**src/rtl/ctl_csr_pkg.sv**
```systemverilog
package ctl_csr_pkg;

    localparam int WORD_W = 16;
    typedef logic [WORD_W-1:0] word_t;

    // port offsets
    localparam int PORT_DATA = 0;
    localparam int PORT_PTR  = 1;

    // register indices behind the pointer
    localparam int REG_CMD = 0;
    localparam int REG_AUX = 3;

    // command/status bit positions
    localparam int B_ERR  = 15;
    localparam int B_BABL = 14;
    localparam int B_COLL = 13;
    localparam int B_MISS = 12;
    localparam int B_MERR = 11;
    localparam int B_RINT = 10;
    localparam int B_TINT = 9;
    localparam int B_IDON = 8;
    localparam int B_INTR = 7;
    localparam int B_INEA = 6;
    localparam int B_RXON = 5;
    localparam int B_TXON = 4;
    localparam int B_TDMD = 3;
    localparam int B_STOP = 2;
    localparam int B_STRT = 1;
    localparam int B_INIT = 0;

    typedef enum logic [1:0] {
        SRC_NONE = 2'd0,
        SRC_CMD  = 2'd1,
        SRC_AUX  = 2'd2,
        SRC_PTR  = 2'd3
    } rd_src_e;

    typedef struct packed {
        logic babble;
        logic coll;
        logic miss;
        logic memerr;
        logic rx;
        logic tx;
    } evt_t;

    typedef struct packed {
        logic babble;
        logic coll;
        logic miss;
        logic memerr;
        logic rint;
        logic tint;
        logic idon;
        logic inea;
        logic rxon;
        logic txon;
        logic tdmd;
        logic stop;
        logic strt;
        logic init;
    } cmd_st_t;

    localparam cmd_st_t CMD_RESET = '{stop: 1'b1, default: 1'b0};

    function automatic logic err_summary(input cmd_st_t s);
        return s.babble | s.coll | s.miss | s.memerr;
    endfunction

    function automatic logic int_summary(input cmd_st_t s);
        return err_summary(s) | s.rint | s.tint | s.idon;
    endfunction

    function automatic word_t pack_cmd(input cmd_st_t s);
        word_t w;
        w         = '0;
        w[B_ERR]  = err_summary(s);
        w[B_BABL] = s.babble;
        w[B_COLL] = s.coll;
        w[B_MISS] = s.miss;
        w[B_MERR] = s.memerr;
        w[B_RINT] = s.rint;
        w[B_TINT] = s.tint;
        w[B_IDON] = s.idon;
        w[B_INTR] = int_summary(s);
        w[B_INEA] = s.inea;
        w[B_RXON] = s.rxon;
        w[B_TXON] = s.txon;
        w[B_TDMD] = s.tdmd;
        w[B_STOP] = s.stop;
        w[B_STRT] = s.strt;
        w[B_INIT] = s.init;
        return w;
    endfunction

endpackage

```
**src/rtl/ctl_csr_decode.sv**
```systemverilog
module ctl_csr_decode
    import ctl_csr_pkg::*;
#(
    parameter int PORT_AW = 2,
    parameter int PTR_W   = 16
) (
    input  logic               wr_en,
    input  logic [PORT_AW-1:0] port_addr,
    input  logic [PTR_W-1:0]   ptr,
    output logic               cmd_wr,
    output logic               aux_wr,
    output logic               ptr_wr,
    output rd_src_e            src
);
    localparam logic [PORT_AW-1:0] DATA_OFS = PORT_AW'(PORT_DATA);
    localparam logic [PORT_AW-1:0] PTR_OFS  = PORT_AW'(PORT_PTR);
    localparam logic [PTR_W-1:0]   CMD_IDX  = PTR_W'(REG_CMD);
    localparam logic [PTR_W-1:0]   AUX_IDX  = PTR_W'(REG_AUX);

    logic on_data, on_ptr, sel_cmd, sel_aux;

    always_comb begin
        on_data = (port_addr == DATA_OFS);
        on_ptr  = (port_addr == PTR_OFS);
        sel_cmd = (ptr == CMD_IDX);
        sel_aux = (ptr == AUX_IDX);

        cmd_wr = wr_en && on_data && sel_cmd;
        aux_wr = wr_en && on_data && sel_aux;
        ptr_wr = wr_en && on_ptr;

        if (on_ptr)                src = SRC_PTR;
        else if (on_data && sel_cmd) src = SRC_CMD;
        else if (on_data && sel_aux) src = SRC_AUX;
        else                       src = SRC_NONE;
    end
endmodule

```
**src/rtl/ctl_csr_ptr.sv**
```systemverilog
module ctl_csr_ptr #(
    parameter int PTR_W = 16
) (
    input  logic             clk,
    input  logic             rst,
    input  logic             load,
    input  logic [PTR_W-1:0] din,
    output logic [PTR_W-1:0] ptr_q
);
    always_ff @(posedge clk) begin
        if (rst)       ptr_q <= '0;
        else if (load) ptr_q <= din;
    end
endmodule

```
**src/rtl/ctl_csr_aux.sv**
```systemverilog
module ctl_csr_aux #(
    parameter int AUX_W = 3
) (
    input  logic             clk,
    input  logic             rst,
    input  logic             wr,
    input  logic [AUX_W-1:0] din,
    output logic [AUX_W-1:0] aux_q
);
    // bit 2 byte swap, bit 1 address-latch control, bit 0 byte control
    for (genvar i = 0; i < AUX_W; i++) begin : g_bit
        always_ff @(posedge clk) begin
            if (rst)     aux_q[i] <= 1'b0;
            else if (wr) aux_q[i] <= din[i];
        end
    end
endmodule

```
**src/rtl/ctl_csr_cmd.sv**
```systemverilog
module ctl_csr_cmd
    import ctl_csr_pkg::*;
(
    input  logic  clk,
    input  logic  rst,
    input  logic  wr,
    input  word_t wdata,
    input  evt_t  evt,
    output word_t word_o,
    output logic  irq_o
);
    cmd_st_t st_q, st_d;
    logic    stop_wr;
    logic    unused_ro;

    // written values of read-only bits have no effect
    assign unused_ro = ^{wdata[B_ERR], wdata[B_INTR], wdata[B_RXON], wdata[B_TXON]};

    always_comb begin
        st_d    = st_q;
        stop_wr = wr && wdata[B_STOP];
        if (stop_wr) begin
            st_d = CMD_RESET;
        end else begin
            if (wr) begin
                if (wdata[B_BABL]) st_d.babble = 1'b0;
                if (wdata[B_COLL]) st_d.coll   = 1'b0;
                if (wdata[B_MISS]) st_d.miss   = 1'b0;
                if (wdata[B_MERR]) st_d.memerr = 1'b0;
                if (wdata[B_RINT]) st_d.rint   = 1'b0;
                if (wdata[B_TINT]) st_d.tint   = 1'b0;
                if (wdata[B_IDON]) st_d.idon   = 1'b0;
                st_d.inea = wdata[B_INEA];
                if (wdata[B_TDMD]) st_d.tdmd = 1'b1;
                if (wdata[B_INIT]) begin
                    st_d.init = 1'b1;
                    st_d.idon = 1'b1;
                    st_d.stop = 1'b0;
                end else if (wdata[B_STRT]) begin
                    st_d.strt = 1'b1;
                    st_d.rxon = 1'b1;
                    st_d.txon = 1'b1;
                    st_d.stop = 1'b0;
                end
            end
            st_d.babble = st_d.babble | evt.babble;
            st_d.coll   = st_d.coll   | evt.coll;
            st_d.miss   = st_d.miss   | evt.miss;
            st_d.memerr = st_d.memerr | evt.memerr;
            st_d.rint   = st_d.rint   | evt.rx;
            st_d.tint   = st_d.tint   | evt.tx;
        end
    end

    always_ff @(posedge clk) begin
        if (rst) st_q <= CMD_RESET;
        else     st_q <= st_d;
    end

    assign word_o = pack_cmd(st_q);
    assign irq_o  = int_summary(st_q) & st_q.inea;
endmodule

```
**src/rtl/ctl_csr_port.sv**
```systemverilog
module ctl_csr_port
    import ctl_csr_pkg::*;
#(
    parameter int PORT_AW = 2,
    parameter int PTR_W   = 16,
    parameter int AUX_W   = 3
) (
    input  logic               clk,
    input  logic               rst,
    input  logic               wr_en,
    input  logic [PORT_AW-1:0] port_addr,
    input  logic [15:0]        wdata,
    output logic [15:0]        rdata,
    input  logic               ev_rx_done,
    input  logic               ev_tx_done,
    input  logic               ev_babble,
    input  logic               ev_coll_err,
    input  logic               ev_missed,
    input  logic               ev_mem_err,
    output logic               irq_o
);
    logic             cmd_wr, aux_wr, ptr_wr;
    rd_src_e          src;
    logic [PTR_W-1:0] ptr_q;
    logic [AUX_W-1:0] aux_q;
    word_t            cmd_word;
    evt_t             evt;

    assign evt = '{babble: ev_babble, coll: ev_coll_err, miss: ev_missed,
                   memerr: ev_mem_err, rx: ev_rx_done, tx: ev_tx_done};

    ctl_csr_decode #(.PORT_AW(PORT_AW), .PTR_W(PTR_W)) u_dec (
        .wr_en(wr_en), .port_addr(port_addr), .ptr(ptr_q),
        .cmd_wr(cmd_wr), .aux_wr(aux_wr), .ptr_wr(ptr_wr), .src(src)
    );

    ctl_csr_ptr #(.PTR_W(PTR_W)) u_ptr (
        .clk(clk), .rst(rst), .load(ptr_wr),
        .din(wdata[PTR_W-1:0]), .ptr_q(ptr_q)
    );

    ctl_csr_aux #(.AUX_W(AUX_W)) u_aux (
        .clk(clk), .rst(rst), .wr(aux_wr),
        .din(wdata[AUX_W-1:0]), .aux_q(aux_q)
    );

    ctl_csr_cmd u_cmd (
        .clk(clk), .rst(rst), .wr(cmd_wr), .wdata(wdata), .evt(evt),
        .word_o(cmd_word), .irq_o(irq_o)
    );

    always_comb begin
        unique case (src)
            SRC_CMD: rdata = cmd_word;
            SRC_AUX: rdata = word_t'(aux_q);
            SRC_PTR: rdata = word_t'(ptr_q);
            default: rdata = '0;
        endcase
    end
endmodule

```
**config.mk**
```make
export PLATFORM = sky130hd
export DESIGN_NAME = ctl_csr_port
export DESIGN_NICKNAME = d
export VERILOG_FILES = /design/src/rtl/ctl_csr_pkg.sv /design/src/rtl/ctl_csr_decode.sv /design/src/rtl/ctl_csr_ptr.sv /design/src/rtl/ctl_csr_aux.sv /design/src/rtl/ctl_csr_cmd.sv /design/src/rtl/ctl_csr_port.sv
export SDC_FILE = /design/constraint.sdc
export NUM_CORES = 1
export LEC_CHECK = 0
export BUFFER_PORTS_ARGS = -buffer_cell sky130_fd_sc_hd__buf_2
export CORE_MARGIN = 2
export CORE_UTILIZATION = 40
export CTS_CLUSTER_SIZE = 24
export DETAILED_ROUTE_END_ITERATION = 8
export MAX_ROUTING_LAYER = met4
export PLACE_DENSITY = 0.71
export SLEW_MARGIN = 30
export SYNTH_ARGS = -nofsm -noshare
export SYNTH_HDL_FRONTEND = slang
export SYNTH_SLANG_ARGS = --single-unit
```
**constraint.sdc**
```tcl
create_clock -name clk -period 4.5 [get_ports clk]
set_clock_uncertainty 0.2 [all_clocks]
set_input_delay 0 -clock clk [delete_from_list [all_inputs] [get_ports clk]]
set_output_delay 0 -clock clk [all_outputs]
set_load 0.05 [all_outputs]
```
### Word level (Yosys, flattened, before mapping)

Cells that the tools add are included.

* register bits: 33

* equal/unequal tests: 6
* muxes and demuxes: 21
* bitwise gates (word level): 13
* reductions and logical operators: 21

Operators by type and width (count)
* $pmux 16 s3: 1
* $mux 14: 2
* $eq 16x2->1 const B: 1
* $logic_not 16->1: 1
* $mux 1: 12
* $mux 2: 6
* $or 1x1->1: 12
* $reduce_and 2->1: 4
* $reduce_bool 2->1: 4
* $logic_and 1x1->1: 7
* $reduce_bool 3->1: 2
* $eq 2x1->1 const B: 2
* $eq 2x2->1 const B: 2
* $reduce_and 3->1: 1
* $logic_not 2->1: 1
* $ne 2x1->1 const B: 1
* $reduce_or 2->1: 1
* $and 1x1->1: 1

### Logic depth before layout (Yosys ltp)

Gate-level depths: netlist of run 1.

* word-level depth: 7
* gate-level depth with buffers: 7
* gate-level depth less buffers: 4

### Modules after synthesis

From an unflattened synthesis of run 1, not the netlist that was laid out.

* cell total of the unflattened synthesis: 156
* area total of the unflattened synthesis: 1537.7 um2

Modules (own cells, without submodules)
* ctl_csr_ptr: times used 1, cells an instance 52, area each 580.6 um2, sequential area each 320.3 um2
* ctl_csr_cmd: times used 1, cells an instance 46, area each 474.2 um2, sequential area each 240.2 um2
* ctl_csr_port: times used 1, cells an instance 36, area each 307.8 um2, sequential area each 0.0 um2
* ctl_csr_aux: times used 1, cells an instance 9, area each 101.3 um2, sequential area each 60.1 um2
* ctl_csr_decode: times used 1, cells an instance 13, area each 73.8 um2, sequential area each 0.0 um2

### Least setup slack after synthesis of run 1

Ideal clock, no wire load.

* kind: register to output
* start point: reg u_ptr.ptr_q[6]
* end point: out rdata[10]
* data arrival time: 1.703 ns
* required time: 4.300 ns
* path slack: 2.597 ns
* cell stages (with the launch flop): 6
* path through: dfxtp_1 nor4_1 nand4_1 nor3_4 buf_4 a22o_1

* cells in the longest elaborated chain, start to end: 7
* elaborated cells on any way between the ends: 11

Ends and longest elaborated chain
* from (decl): RTL line ctl_csr_ptr.sv:8 `output logic [PTR_W-1:0] ptr_q`
* from (signal assigned): RTL line ctl_csr_ptr.sv:12 `else if (load) ptr_q <= din;`
* $eq 16x2->1: RTL line ctl_csr_decode.sv:26 `sel_aux = (ptr == AUX_IDX);`
* $logic_and 1x1->1: RTL line ctl_csr_decode.sv:34 `else if (on_data && sel_aux) src = SRC_AUX;`
* $mux 2: RTL line ctl_csr_decode.sv:34
* $mux 2 (*): RTL line ctl_csr_decode.sv:33 `else if (on_data && sel_cmd) src = SRC_CMD;`
* $mux 2 (*): RTL line ctl_csr_decode.sv:32 `if (on_ptr) src = SRC_PTR;`
* $eq 2x2->1 / $eq 2x1->1 (equally long branches): RTL line ctl_csr_port.sv:53 `unique case (src)`
* $pmux 16 s3 (*): RTL line ctl_csr_port.sv:53
* to (decl): RTL line ctl_csr_port.sv:13 `output logic [15:0] rdata,`

Mark *: on every way between the ends. The rest lies on a longest branch, timed or not.

### Worst setup path after layout of run 1

* start point: reg u_ptr.ptr_q[10]
* end point: out rdata[0]

The elaborated chain is that of the path after synthesis.

==> results of run 1 <==
## cell type report
cell class	count	area [µm²]
fill	333	1590
timing repair buffer	67	453
clock buffer	6	82.6
tap	48	60.1
clock inverter	1	5.00
sequential	31	621
inverter	9	33.8
multi-input combinational	134	763
## synthesized netlist by cell type, drive strengths merged
| cell type | instances |
|---|---|
| nand4 | 4 |
| o211ai | 1 |
| a221oi | 1 |
| and2 | 3 |
| nand2 | 34 |
| a41oi | 2 |
| a21oi | 26 |
| o21ai | 2 |
| nor2b | 1 |
| nand4b | 1 |
| a22o | 13 |
| clkbuf | 9 |
| a221o | 4 |
| nand3 | 1 |
| o31ai | 3 |
| a211oi | 2 |
| dfxtp | 31 |
| a31oi | 1 |
| and4 | 1 |
| or4 | 2 |
| buf | 5 |
| nor4b | 1 |
| inv | 9 |
| or3 | 1 |
| and3 | 3 |
| nand2b | 1 |
| nor2 | 8 |
| nor3 | 14 |
| nor4 | 4 |
## repair_timing
| item | CTS | global route |
|---|---|---|
| gates resized for setup | 0 | 0 |
| hold buffers | 23 | 0 |
| endpoints found under the hold margin | 31 | 0 |
## power breakdown
| group | switching [mW] | leakage, nW | internal (mW) | total, mW |
|---|---|---|---|---|
| registers | 0.00888 | 0.253 | 0.285 | 0.294 |
| clock network | 0.100 | 0.0470 | 0.120 | 0.220 |
| logic | 0.0692 | 0.544 | 0.0434 | 0.113 |
## registers in the layout (all words and copies together), names as in the netlist
name,flops
u_cmd.word_o,12
u_aux.aux_q,3
u_ptr.ptr_q,16
## routing by layer
layer | up-vias | GRT usage [%] | routed length, µm
li1 | 798 | - | -
met1 | 746 | 27.5 | 1840
met2 | 63 | 35.6 | 1940
met3 | 7 | 6.08 | 300
met4 | 0 | 9.84 | 72
met5 | - | - | 0
## per-stage QoR
stage	cells	utilization, %	setup WS (ps)	instance area, µm²	hold WS, ps
floorplan	188	-	2600	1480	-64.0
global placement	266	47.2	1740	1700	49.2
detailed placement	266	47.2	1700	1700	45.1
CTS	296	56.0	1390	2020	21.8
global route	296	56.0	1250	2020	56.8
finish	296	56.0	1370	2020	33.5
## kinds of logic (layout without fill, tap and decap cells)
kind of cell	Yosys count	after routing	synth area share, %
AND/OR/NAND/NOR	79	79	26.5
AO/OA/AOI/OAI	55	55	25.1
flip-flops	31	31	41.9
buffers and inverters	23	83	6.51
## critical path, stage by stage (launching register included)
cell,delay (ps)
dfxtp_1,330
nor4_1,470
nand4_1,600
nor3_4,710
a221o_1,270
buf_2,260
## final timing paths
path / end / slack (ps) / cells after the start
worst max-delay path: rdata[0] / 1370 / 5
worst min-delay path: u_cmd.word_o[6] / 30 / 2
worst max register to register: u_cmd.word_o[3] / 2120 / 4
worst min register to register: u_aux.aux_q[2] / 270 / 2
==> run_results.csv, run 1 <==
group,metric,value,unit
sta,fmax,319,MHz
yosys,yosysWarnings,0,
yosys,yosys.area.top_type_share,41.9,%
sta,relSlewSlack,53.0,%
layout,fin_nets,275,
yosys,synth_seq_cells,31,
clocking,cts_tree,"yes",
routing,drc,0,
routing,postRouteAntennaNets,0,
setup_path,critical_path.max_fanout,16,
power_and_ir_drop,p_per_area,311,mW/mm²
sta,hold_viol_final,0,
sta,fin_crit,3130,ps
routing,wl_per_cell,14.0,µm
sta,final_max_slew_viol_count,0,
power_and_ir_drop,power_leakage,0.844,nW
floorplan,die_y,64.8,µm
setup_path,r2r_start,"u_ptr.ptr_q[10]",
clocking,cts_inserted_buffers,5,
layout,drive_above_1_share,21.4,%
power_and_ir_drop,peakVddDrop,0.163,mV
setup_path,startpoint_type,"register",
global_routing,grt_overflow,0,
yosys,synth_fp_nets,215,
clocking,clkSlewWorstSetupHoldPaths,60,ps
floorplan,start_util,41.0,%
outcome,outcome,"complete, no violations",
yosys,ys_top_cells_by_area,"dfxtp_1 42%, a21oi_1 8.8%, nand2_1 8.6%, a22o_1 7.7%, nor3_1 4.4%",
routing,drt-total-wl,4150,µm
sta,setup_tns,0,ps
yosys,yosysSeqAreaShare,41.9,%
floorplan,boundaryPins,44,
routing,first_pass_iters,4,
place,gp_congestion,0.797,
place,hpwl,2630,µm
yosys,syn-cell-area,0.00148,mm²
yosys,ys_types,34,
clocking,ctsRootBufferMaster,"clkbuf_8",
clocking,clk_latency,290,ps
layout,final_cell_mix,"43 x buf_2, 34 x nand2_1, 31 x dfxtp_1",
clocking,cts_max_path_buffers,2,
yosys,syn_avg_cell_area,7.87,µm²
floorplan,die-area,0.00420,mm²
setup_path,crit_required,4300,ps
sta,setup_viol,0,
floorplan,core,0.00361,mm²
global_routing,grt_pass1_vias,1572,
global_routing,grt_pass1_wl,7180,µm
min_path,hold_start,"rst",
routing,via_per_inst,5.45,
clocking,h-tree-depth,2,
global_routing,antenna_found_initial,0,
routing,drt_iter0_drc,82,
clocking,postCtsSetupRepairBufs,0,
floorplan,core.rowCount,22,
setup_path,crit_start,"u_ptr.ptr_q[10]",
flow_run,max-cap-violations,0,
sta,worst_pin_slew,700,ps
global_routing,grtUsageTotal,22.7,%
layout,num_antenna_cells,0,
floorplan,dieWidth,64.8,µm
setup_path,critical_path_arrival,2930,ps
layout,area_growth,36.3,%
min_path,hp-class,"in2reg",
clocking,cts.sink_count,31,
global_routing,grt_max_degree,34,
routing,num_vias,1614,
power_and_ir_drop,power,0.627,mW
setup_path,crit_path_end_kind,"output pin",
yosys,synthCells,188,
place,io_buffers,43,
layout,final_common_cell,"buf_2",
sta,period_share,69.6,%
sta,rsz0062_at_grt,"false",
setup_path,criticalPathCategory,"reg2out",
yosys,synth_area_leader_cell,"dfxtp_1",
Power figures use the tool's default switching activity.
==> run 2, diff against run 1 <==
--- a/config.mk
+++ b/config.mk
@@ -11,7 +11,7 @@
 export CTS_CLUSTER_SIZE = 24
 export DETAILED_ROUTE_END_ITERATION = 8
 export MAX_ROUTING_LAYER = met4
-export PLACE_DENSITY = 0.71
+export PLACE_DENSITY = 0.74
 export SLEW_MARGIN = 30
 export SYNTH_ARGS = -nofsm -noshare
 export SYNTH_HDL_FRONTEND = slang
==> constraint.sdc (replaced) <==
create_clock -name clk -period 2.5 [get_ports clk]
set_clock_uncertainty 0.2 [all_clocks]
set_input_delay 0 -clock clk [delete_from_list [all_inputs] [get_ports clk]]
set_output_delay 0 -clock clk [all_outputs]
set_load 0.05 [all_outputs]
==> run 2 against run 1 <==
  * Critical path depth stayed put
  * Register-to-register slack got worse by 1700 ps
  * Combinational power rose by 83%
  * Utilization grew 0.45 points
  * Sequential power increased by 80%
  * Worst hold slack worse by 9.7 ps
  * Clock-buffer cell count up 1
  * Sequential share of layout area is 0.25 points lower
  * First-iteration DRC count increased by 21%
  * Design area increased by 0.81%
  * Die area is the same
  * Highest routed layer unchanged
==> run_results.csv, run 2 (synthesis results as in run 1) <==
group,metric,value,unit
outcome,outcome,"complete, no violations",
place,postPlaceCellArea,0.00172,mm²
layout,final_cells,300,
sta,fin_crit,2350,ps
floorplan,core,0.00361,mm²
layout,fillCellCount,343,
floorplan,boundaryPins,44,
clocking,cts_inserted_buffers,5,
sta,rsz0062_at_grt,"false",
power_and_ir_drop,p_per_area,546,mW/mm²
sta,final_max_slew_viol_count,0,
power_and_ir_drop,peakVddDrop,0.298,mV
place,hpwl,2820,µm
clocking,ctsRootBufferMaster,"clkbuf_8",
setup_path,crit_path_end_kind,"output pin",
layout,regMostFlops,"u_ptr.ptr_q",
global_routing,grt_overflow,0,
global_routing,grt_pass1_wl,6870,µm
global_routing,grt_pass1_vias,1503,
clocking,clk_latency,290,ps
layout,final_cell_mix,"43 x buf_2, 34 x nand2_1, 31 x dfxtp_1",
routing,wl_per_cell,13.9,µm
clocking,cts_tree,"yes",
setup_path,criticalPathCategory,"reg2out",
setup_path,critical_path.max_fanout,12,
floorplan,core.rowCount,22,
setup_path,crit_required,2300,ps
routing,first_pass_iters,4,
place,gp_congestion,0.801,
flow_run,max-cap-violations,0,
routing,drt_iter0_drc,99,
layout,num_antenna_cells,0,
power_and_ir_drop,power,1.11,mW
sta,relSlewSlack,55.8,%
layout,final_area,0.00203,mm²
clocking,h-tree-depth,2,
global_routing,grt_max_degree,34,
sta,setup_tns,0,ps
floorplan,die-area,0.00420,mm²
setup_path,critical_path_arrival,2150,ps
global_routing,antenna_found_initial,0,
floorplan,start_util,41.0,%
power_and_ir_drop,power_leakage,0.855,nW
layout,drive_above_1_share,21.8,%
place,dp_slack,453,ps
sta,finalWorstSetupSlack,155,ps
setup_path,startpoint_type,"register",
clocking,clkSlewWorstSetupHoldPaths,60,ps
clocking,postCtsSetupRepairBufs,0,
clocking,cts_max_path_buffers,2,
sta,setup_viol,0,
clocking,ctsResizeCount,0,
layout,utilization,56.4,%
layout,area_growth,37.4,%
routing,drt-total-wl,4180,µm
clocking,cts_hold_buf,23,
routing,drc,0,
sta,hold_viol_final,0,
layout,largest_register_ffs,16,
global_routing,grtUsageTotal,22.3,%
sta,worst_pin_slew,658,ps
place,io_buffers,43,
sta,period_share,93.8,%
layout,fin_nets,278,
layout,final_common_cell,"buf_2",
place,place_inst,269,
routing,num_vias,1599,
routing,postRouteAntennaNets,0,
routing,via_per_inst,5.33,
sta,timing.hold.ws,23.9,ps
floorplan,dieWidth,64.8,µm
floorplan,die_y,64.8,µm
sta,fmax,426,MHz
min_path,hp-class,"in2reg",
clocking,cts.sink_count,31,
## run 2: worst paths after layout
path | start | to | slack, ps | cells after the start
worst max register to register | u_ptr.ptr_q[3] | u_cmd.word_o[2] | 440 | 4
worst max-delay path | u_ptr.ptr_q[3] | rdata[2] | 150 | 5
worst min-delay path | rst | u_ptr.ptr_q[5] | 20 | 2
worst min register to register | u_ptr.ptr_q[8] | u_ptr.ptr_q[8] | 270 | 2
## run 2: cell type report
type | count | area, µm² | share of cell area [%]
sequential | 31 | 621 | 30.5
tap | 48 | 60.1 | 2.95
clock inverter | 1 | 5.00 | 0.246
timing repair buffer | 70 | 475 | 23.4
multi-input combinational | 134 | 763 | 37.5
clock buffer | 7 | 76.3 | 3.75
inverter | 9 | 33.8 | 1.66
## run 2: critical path: stages, from the launching register on
cell and delay, ps:
dfxtp_1 320, nor4_1 450, and4_1 500, and3_1 210, a221o_1 110, buf_2 260
## run 2: report_power, final
| group | internal [mW] | switching [mW] |
|---|---|---|
| Sequential | 0.513 | 0.0163 |
| Clock | 0.195 | 0.180 |
| Combinational | 0.0826 | 0.125 |
## run 2: layer usage
| metal | GRT usage, % | wire, µm | part of all wire, % | up-vias |
|---|---|---|---|---|
| met5 | - | 0 | 0 | - |
| met4 | 12.8 | 119 | 2.9 | 0 |
| met3 | 6.08 | 277 | 6.6 | 11 |
| met2 | 34.3 | 1910 | 46 | 60 |
| met1 | 26.3 | 1870 | 45 | 724 |
| li1 | - | - | - | 804 |
